[src/rtl/fuse_seq_pkg.sv]
package fuse_seq_pkg;

  localparam int DATA_W    = 8;
  localparam int NUM_REG   = 3;
  localparam int REG_KEY   = 0;
  localparam int REG_SEL   = 1;
  localparam int REG_TRIM  = 2;
  localparam int STAT_PIN_BIT = 5;

  localparam logic [DATA_W-1:0] CODE_KEY      = 8'h54;
  localparam logic [DATA_W-1:0] CODE_SEL_BASE = 8'h81;
  localparam logic [DATA_W-1:0] CODE_TRIM     = 8'hA6;
  localparam logic [DATA_W-1:0] CODE_CLR      = 8'h00;

  typedef enum logic [2:0] {
    ST_IDLE,
    ST_KEY,
    ST_SEL,
    ST_BURN,
    ST_CLOSE
  } seq_state_e;

  function automatic logic [DATA_W-1:0] sel_code(input int idx);
    return CODE_SEL_BASE + DATA_W'(idx);
  endfunction

endpackage

[src/rtl/fuse_wr_decode.sv]
module fuse_wr_decode #(
  parameter int ADDR_W = 8,
  parameter logic [ADDR_W-1:0] KEY_ADDR  = 8'h10,
  parameter logic [ADDR_W-1:0] SEL_ADDR  = 8'h11,
  parameter logic [ADDR_W-1:0] TRIM_ADDR = 8'h12
) (
  input  logic                                wr_en_i,
  input  logic [ADDR_W-1:0]                   wr_addr_i,
  output logic [fuse_seq_pkg::NUM_REG-1:0]    hit_o
);
  import fuse_seq_pkg::*;

  localparam logic [ADDR_W-1:0] REG_ADDR [NUM_REG] = '{KEY_ADDR, SEL_ADDR, TRIM_ADDR};

  for (genvar r = 0; r < NUM_REG; r++) begin : g_hit
    assign hit_o[r] = wr_en_i && (wr_addr_i == REG_ADDR[r]);
  end

endmodule

[src/rtl/fuse_pin_sync.sv]
module fuse_pin_sync #(
  parameter int STAGES = 2
) (
  input  logic clk_i,
  input  logic rst_ni,
  input  logic pin_i,
  output logic pin_o
);

  logic [STAGES-1:0] sync_q;

  always_ff @(posedge clk_i or negedge rst_ni) begin
    if (!rst_ni) sync_q <= '0;
    else         sync_q <= {sync_q[STAGES-2:0], pin_i};
  end

  assign pin_o = sync_q[STAGES-1];

  AST_SYNC_SHIFT: assert property (@(posedge clk_i) disable iff (!rst_ni)
    sync_q[STAGES-1] == $past(sync_q[STAGES-2]));

endmodule

[src/rtl/fuse_dwell_timer.sv]
module fuse_dwell_timer #(
  parameter int DWELL_US = 500
) (
  input  logic clk_i,
  input  logic rst_ni,
  input  logic run_i,
  input  logic tick_i,
  output logic done_o
);

  localparam int CNT_W = $clog2(DWELL_US + 1);

  logic [CNT_W-1:0] cnt_q;

  assign done_o = (cnt_q >= CNT_W'(DWELL_US));

  always_ff @(posedge clk_i or negedge rst_ni) begin
    if (!rst_ni)                cnt_q <= '0;
    else if (!run_i)            cnt_q <= '0;
    else if (tick_i && !done_o) cnt_q <= cnt_q + 1'b1;
  end

  AST_COUNT_CLEAR: assert property (@(posedge clk_i) disable iff (!rst_ni)
    $fell(run_i) |=> (cnt_q == '0));

endmodule

[src/rtl/fuse_seq_fsm.sv]
module fuse_seq_fsm #(
  parameter int NUM_FUSE = 2,
  parameter logic [NUM_FUSE-1:0] PIN_MASK = 2'b10,
  localparam int SEL_W = (NUM_FUSE > 1) ? $clog2(NUM_FUSE) : 1
) (
  input  logic                                   clk_i,
  input  logic                                   rst_ni,
  input  logic [fuse_seq_pkg::NUM_REG-1:0]       hit_i,
  input  logic [fuse_seq_pkg::DATA_W-1:0]        data_i,
  input  logic                                   pin_ok_i,
  input  logic                                   dwell_done_i,
  output fuse_seq_pkg::seq_state_e               state_o,
  output logic [SEL_W-1:0]                       sel_o,
  output logic [NUM_FUSE-1:0]                    blown_o
);
  import fuse_seq_pkg::*;

  seq_state_e          state_q, state_d;
  logic [SEL_W-1:0]    sel_q, sel_d;
  logic [NUM_FUSE-1:0] blown_q, blown_d;
  logic                any_hit, pin_lost;

  assign any_hit  = |hit_i;
  assign pin_lost = PIN_MASK[sel_q] && !pin_ok_i;

  always_comb begin
    state_d = state_q;
    sel_d   = sel_q;
    blown_d = blown_q;
    unique case (state_q)
      ST_IDLE: begin
        if (hit_i[REG_KEY] && data_i == CODE_KEY) state_d = ST_KEY;
      end
      ST_KEY: begin
        if (any_hit) begin
          state_d = ST_IDLE;
          if (hit_i[REG_SEL]) begin
            for (int f = 0; f < NUM_FUSE; f++) begin
              if (data_i == sel_code(f) && !blown_q[f] && (!PIN_MASK[f] || pin_ok_i)) begin
                state_d = ST_SEL;
                sel_d   = SEL_W'(f);
              end
            end
          end
        end
      end
      ST_SEL: begin
        if (pin_lost)     state_d = ST_IDLE;
        else if (any_hit) state_d = (hit_i[REG_TRIM] && data_i == CODE_TRIM) ? ST_BURN : ST_IDLE;
      end
      ST_BURN: begin
        if (pin_lost) state_d = ST_IDLE;
        else if (any_hit) begin
          state_d = ST_IDLE;
          if (hit_i[REG_TRIM] && data_i == CODE_CLR) begin
            state_d = ST_CLOSE;
            if (dwell_done_i) blown_d[sel_q] = 1'b1;
          end
        end
      end
      ST_CLOSE: begin
        if (any_hit) state_d = ST_IDLE;
      end
      default: state_d = ST_IDLE;
    endcase
  end

  always_ff @(posedge clk_i or negedge rst_ni) begin
    if (!rst_ni) begin
      state_q <= ST_IDLE;
      sel_q   <= '0;
      blown_q <= '0;
    end else begin
      state_q <= state_d;
      sel_q   <= sel_d;
      blown_q <= blown_d;
    end
  end

  assign state_o = state_q;
  assign sel_o   = sel_q;
  assign blown_o = blown_q;

  AST_BURN_FROM_SEL: assert property (@(posedge clk_i) disable iff (!rst_ni)
    (state_q == ST_BURN && $past(state_q) != ST_BURN) |-> $past(state_q) == ST_SEL);

  AST_PIN_ABORT: assert property (@(posedge clk_i) disable iff (!rst_ni)
    ((state_q == ST_SEL || state_q == ST_BURN) && PIN_MASK[sel_q] && !pin_ok_i)
      |=> state_q == ST_IDLE);

  for (genvar f = 0; f < NUM_FUSE; f++) begin : g_fuse_chk
    AST_BLOWN_STICKY: assert property (@(posedge clk_i) disable iff (!rst_ni)
      blown_q[f] |=> blown_q[f]);
    AST_BLOWN_AFTER_DWELL: assert property (@(posedge clk_i) disable iff (!rst_ni)
      $rose(blown_q[f]) |-> ($past(dwell_done_i) && state_q == ST_CLOSE));
  end

endmodule

[src/rtl/fuse_burn_seq.sv]
module fuse_burn_seq #(
  parameter int ADDR_W   = 8,
  parameter logic [ADDR_W-1:0] KEY_ADDR  = 8'h10,
  parameter logic [ADDR_W-1:0] SEL_ADDR  = 8'h11,
  parameter logic [ADDR_W-1:0] TRIM_ADDR = 8'h12,
  parameter int DWELL_US    = 500,
  parameter int SYNC_STAGES = 2,
  parameter int NUM_FUSE    = 2,
  parameter logic [NUM_FUSE-1:0] PIN_MASK = 2'b10
) (
  input  logic                              clk_i,
  input  logic                              rst_ni,
  input  logic                              wr_en_i,
  input  logic [ADDR_W-1:0]                 wr_addr_i,
  input  logic [fuse_seq_pkg::DATA_W-1:0]   wr_data_i,
  input  logic                              us_tick_i,
  input  logic                              sec_pin_i,
  output logic [NUM_FUSE-1:0]               fuse_burn_o,
  output logic [fuse_seq_pkg::DATA_W-1:0]   status_o
);
  import fuse_seq_pkg::*;

  localparam int SEL_W = (NUM_FUSE > 1) ? $clog2(NUM_FUSE) : 1;

  logic [NUM_REG-1:0]  hit;
  logic                pin_ok, dwell_done, burning;
  seq_state_e          state;
  logic [SEL_W-1:0]    sel;
  logic [NUM_FUSE-1:0] blown;

  fuse_wr_decode #(
    .ADDR_W(ADDR_W), .KEY_ADDR(KEY_ADDR), .SEL_ADDR(SEL_ADDR), .TRIM_ADDR(TRIM_ADDR)
  ) u_decode (
    .wr_en_i  (wr_en_i),
    .wr_addr_i(wr_addr_i),
    .hit_o    (hit)
  );

  fuse_pin_sync #(.STAGES(SYNC_STAGES)) u_pin_sync (
    .clk_i (clk_i),
    .rst_ni(rst_ni),
    .pin_i (sec_pin_i),
    .pin_o (pin_ok)
  );

  fuse_seq_fsm #(.NUM_FUSE(NUM_FUSE), .PIN_MASK(PIN_MASK)) u_fsm (
    .clk_i       (clk_i),
    .rst_ni      (rst_ni),
    .hit_i       (hit),
    .data_i      (wr_data_i),
    .pin_ok_i    (pin_ok),
    .dwell_done_i(dwell_done),
    .state_o     (state),
    .sel_o       (sel),
    .blown_o     (blown)
  );

  assign burning = (state == ST_BURN);

  fuse_dwell_timer #(.DWELL_US(DWELL_US)) u_timer (
    .clk_i (clk_i),
    .rst_ni(rst_ni),
    .run_i (burning),
    .tick_i(us_tick_i),
    .done_o(dwell_done)
  );

  // pin-gated fuses drop their strobe as soon as the synced pin falls
  for (genvar f = 0; f < NUM_FUSE; f++) begin : g_strobe
    assign fuse_burn_o[f] = burning && (sel == SEL_W'(f)) && (!PIN_MASK[f] || pin_ok);

    AST_BURN_NEEDS_ARM: assert property (@(posedge clk_i) disable iff (!rst_ni)
      $rose(fuse_burn_o[f]) |-> $past(wr_en_i && wr_addr_i == TRIM_ADDR && wr_data_i == CODE_TRIM));
  end

  always_comb begin
    status_o = '0;
    status_o[STAT_PIN_BIT]  = pin_ok;
    status_o[NUM_FUSE-1:0]  = blown;
  end

  AST_ONE_STROBE: assert property (@(posedge clk_i) disable iff (!rst_ni)
    $onehot0(fuse_burn_o));

endmodule

[config.mk]
export PLATFORM = sky130hd
export DESIGN_NAME = fuse_burn_seq
export DESIGN_NICKNAME = d
export VERILOG_FILES = /design/src/rtl/fuse_seq_pkg.sv /design/src/rtl/fuse_wr_decode.sv /design/src/rtl/fuse_pin_sync.sv /design/src/rtl/fuse_dwell_timer.sv /design/src/rtl/fuse_seq_fsm.sv /design/src/rtl/fuse_burn_seq.sv
export SDC_FILE = /design/constraint.sdc
export NUM_CORES = 1
export LEC_CHECK = 0
export ABC_AREA = 0
export BUFFER_PORTS_ARGS = -buffer_cell sky130_fd_sc_hd__buf_2
export CAP_MARGIN = 20
export CELL_PAD_IN_SITES_DETAIL_PLACEMENT = 1
export CELL_PAD_IN_SITES_GLOBAL_PLACEMENT = 2
export CORE_MARGIN = 10
export CORE_UTILIZATION = 32
export DETAILED_ROUTE_END_ITERATION = 7
export GPL_ROUTABILITY_DRIVEN = 0
export HOLD_SLACK_MARGIN = 0.06
export PLACE_DENSITY_LB_ADDON = 0.1
export SLEW_MARGIN = 10
export SYNTH_ARGS = -nofsm -noshare
export SYNTH_HDL_FRONTEND = slang
export SYNTH_SLANG_ARGS = --single-unit
[constraint.sdc]
create_clock -name clk_i -period 3.4 [get_ports clk_i]
set_clock_uncertainty 0.05 [all_clocks]
set_input_delay 0.17 -clock clk_i [delete_from_list [all_inputs] [get_ports clk_i]]
set_output_delay 0.17 -clock clk_i [all_outputs]
set_load 0.03 [all_outputs]
==> reports/metrics.yaml <==
logic_synthesis:
  synth_most_common_cell: "nor2_1"
  yosys_warnings: 0
  synth_top_area_cell: "dfrtp_1"
  yosysSeqAreaShare_pct: 40.2
  synth_edf_count: 0
  yosys-top-cells-count: "18 x nor2_1, 17 x dfrtp_1, 7 x nand2_1"
  synth_area_leaders: "dfrtp_1 40%, nor2_1 6.4%, buf_4 4.3%"
  synthArstFlopShare_pct: 100
  synth.top_cell.area_share_pct: 40.2
  syn_avg_cell_area_um2: 9.79
  synth_cell_types: 43
  syn_area_um2: 1060
  yosys_register_bits: 17
  ys.flop_type: "dfrtp_1"
  synthCells: 108
global_route:
  track_usage_pct: 9.14
  grt_antenna_before_repair: 0
  grt_max_degree: 18
  grt_pass1_vias: 930
  grt_pass1_wl_mm: 4.64
  grt-ovfl-total: 0
critical_path:
  required_ps: 3180
  start_kind: "flip-flop"
  critical_path_class: "reg2out"
  crit_buf_inv: 1
  path_max_fanout: 10
  crit_path_end_kind: "output port"
  crit_family: "simple AND/OR/NAND/NOR gates"
  cp_slowest_cell: "dfrtp_1"
  slowest_delay_ps: 440
  worstPathArrival_ps: 1510
  crit_chain: "nor2b_4, nand2_1, nor2_1, buf_2"
final_layout:
  drive_gt1_share_pct: 30.1
  num_antenna_cells: 0
  area_growth_pct: 18.2
  finalNonFillerCells: 180
  nNetsFinal: 160
  final_util_pct: 40.3
pwr:
  ir_worst_vdd_mv: 0.211
  power_density_nw_per_um2: 283
  power_leakage_nw: 0.558
placement:
  io_buffers: 25
  place_inst: 174
  hpwl_mm: 2.23
route:
  routed_wl_mm: 2.72
  vias_per_cell: 5.03
  post-route-drc-count: 0
  dr_total_vias: 905
  first_pass_iters: 4
  first_iter_violations: 32
  wl_per_cell_um: 15.1
  postRouteAntennaNets: 0
timing:
  slew_violations: 0
  setup_viol: 0
  fin_crit_ps: 1730
  finalHoldViolations: 0
  period_share_pct: 50.9
  rsz0062_at_grt: "no"
  fin_tns_setup_ps: 0
  max_clock_freq_mhz: 578
clocking:
  cts_buffers: 3
  insertion_delay_ps: 290
  cts-root-buf: "clkbuf_4"
  clk_path_buf_depth: 2
  cts.clk_slew.worst_paths_ps: 100
  cts.sink_count: 17
  cts_tree: "yes"
  cts_max_level: 1
die:
  rows: 20
  num_io_pins: 31
  core_region_area_um2: 3100
  die_h_um: 77.5
  die_x_um: 77.5
  die-area_um2: 6000
  initial_core_util_pct: 34.1
status:
  status: "finished clean"
hold_path:
  hold_path.class: "in2reg"
run:
  cap_violations: 0
==> per-stage QoR <==
stage               hold slack [ps]  total power (W)  instance area (um2)  setup WS (ps)
floorplan                      -176         0.000231                 1070           1990
global placement               67.3         0.000248                 1200           1960
detailed placement             66.4         0.000248                 1200           1980
CTS                             153         0.000360                 1250           1640
global route                    196         0.000374                 1250           1520
finish                          155         0.000354                 1250           1670
==> worst register-to-register path: stages, from the launching register on <==
cell     delay, ps
dfrtp_1        440
nor4_1         300
nand2_1        130
nor4_2         300
a221o_1        170
==> what timing repair did <==
| action | 4_1_cts | 5_1_grt |
|---|---|---|
| buffers inserted | 0 | 0 |
| gates resized for setup | 0 | 0 |
| hold buffers | 2 | 0 |
| hold endpoints to repair | 18 | 0 |
==> registers in the layout (all words and copies together) (netlist names) <==
signal,count
u_pin_sync.sync_q,2
u_fsm.blown_o,2
u_timer.cnt_q,9
u_fsm.state_o,3
u_fsm.sel_o,1
==> final cells by class <==
class / instances / area (um2)
fill: 387 / 1850
multi-input combinational: 84 / 582
sequential: 17 / 425
timing repair buffer: 27 / 145
tap: 44 / 55.1
clock buffer: 3 / 22.5
inverter: 4 / 15.0
clock inverter: 1 / 5.00
==> path summary, 6_finish.rpt <==
| kind | startpoint | end | slack (ps) | depth (start not counted) |
|---|---|---|---|---|
| max | u_fsm.state_o[2]$_DFFE_PN0P_ | fuse_burn_o[1] | 1670 | 4 |
| min | wr_data_i[1] | u_fsm.sel_o$_DFFE_PN0P_ | 150 | 3 |
| max reg2reg | u_fsm.state_o[2]$_DFFE_PN0P_ | u_fsm.state_o[1]$_DFFE_PN0P_ | 1940 | 4 |
| min reg2reg | u_pin_sync.sync_q[0]$_DFF_PN0_ | u_pin_sync.sync_q[1]$_DFF_PN0_ | 310 | 0 |
| max in group asynchronous | rst_ni | u_fsm.blown_o[0]$_DFFE_PN0P_ | 2750 | 2 |
| min in group asynchronous | rst_ni | u_timer.cnt_q[5]$_DFFE_PN0P_ | 270 | 2 |
==> cell families after synthesis <==
family          after synthesis  synth area share (%)
flops                        17                  40.2
buf+inv                      11                  6.15
fa+ha+maj                     2                  2.37
other cells                   1                 0.355
compound gates               19                  13.4
mux                           1                 0.947
xor+xnor                      6                  4.97
simple gates                 51                  31.6
==> placed cells by master (no fill, tap or decap), types with 2 or more instances in the layout <==
master and n:
nand4_1 5, buf_2 25, a21o_1 2, nor2_1 18
o21ai_1 2, o211ai_1 2, a211oi_1 2, clkbuf_4 3
dlygate4sd3_1 2, xnor2_1 4, inv_1 4, xor2_1 2
dfrtp_1 17, nand4_2 2, a21oi_1 2, conb_1 5
nor3_1 3, ha_1 2, nand2_1 7, a31o_1 2
==> layer usage <==
layer | up-vias | track usage [%] | share of wire (%) | wire length (um)
met5 | - | 0 | 0 | 0
met4 | 0 | 1.09 | 0.33 | 9
met3 | 2 | 4.15 | 6.4 | 175
met2 | 23 | 13.6 | 44 | 1190
met1 | 446 | 12.1 | 49 | 1340
li1 | 434 | - | - | -
==> where the power goes <==
group | internal [W] | switching [W]
Clock | 0.0000438 | 0.0000646
Sequential | 0.000203 | 0.000000846
Combinational | 0.0000151 | 0.0000268
Total | 0.000262 | 0.0000922
Power figures use the tool's default switching activity.
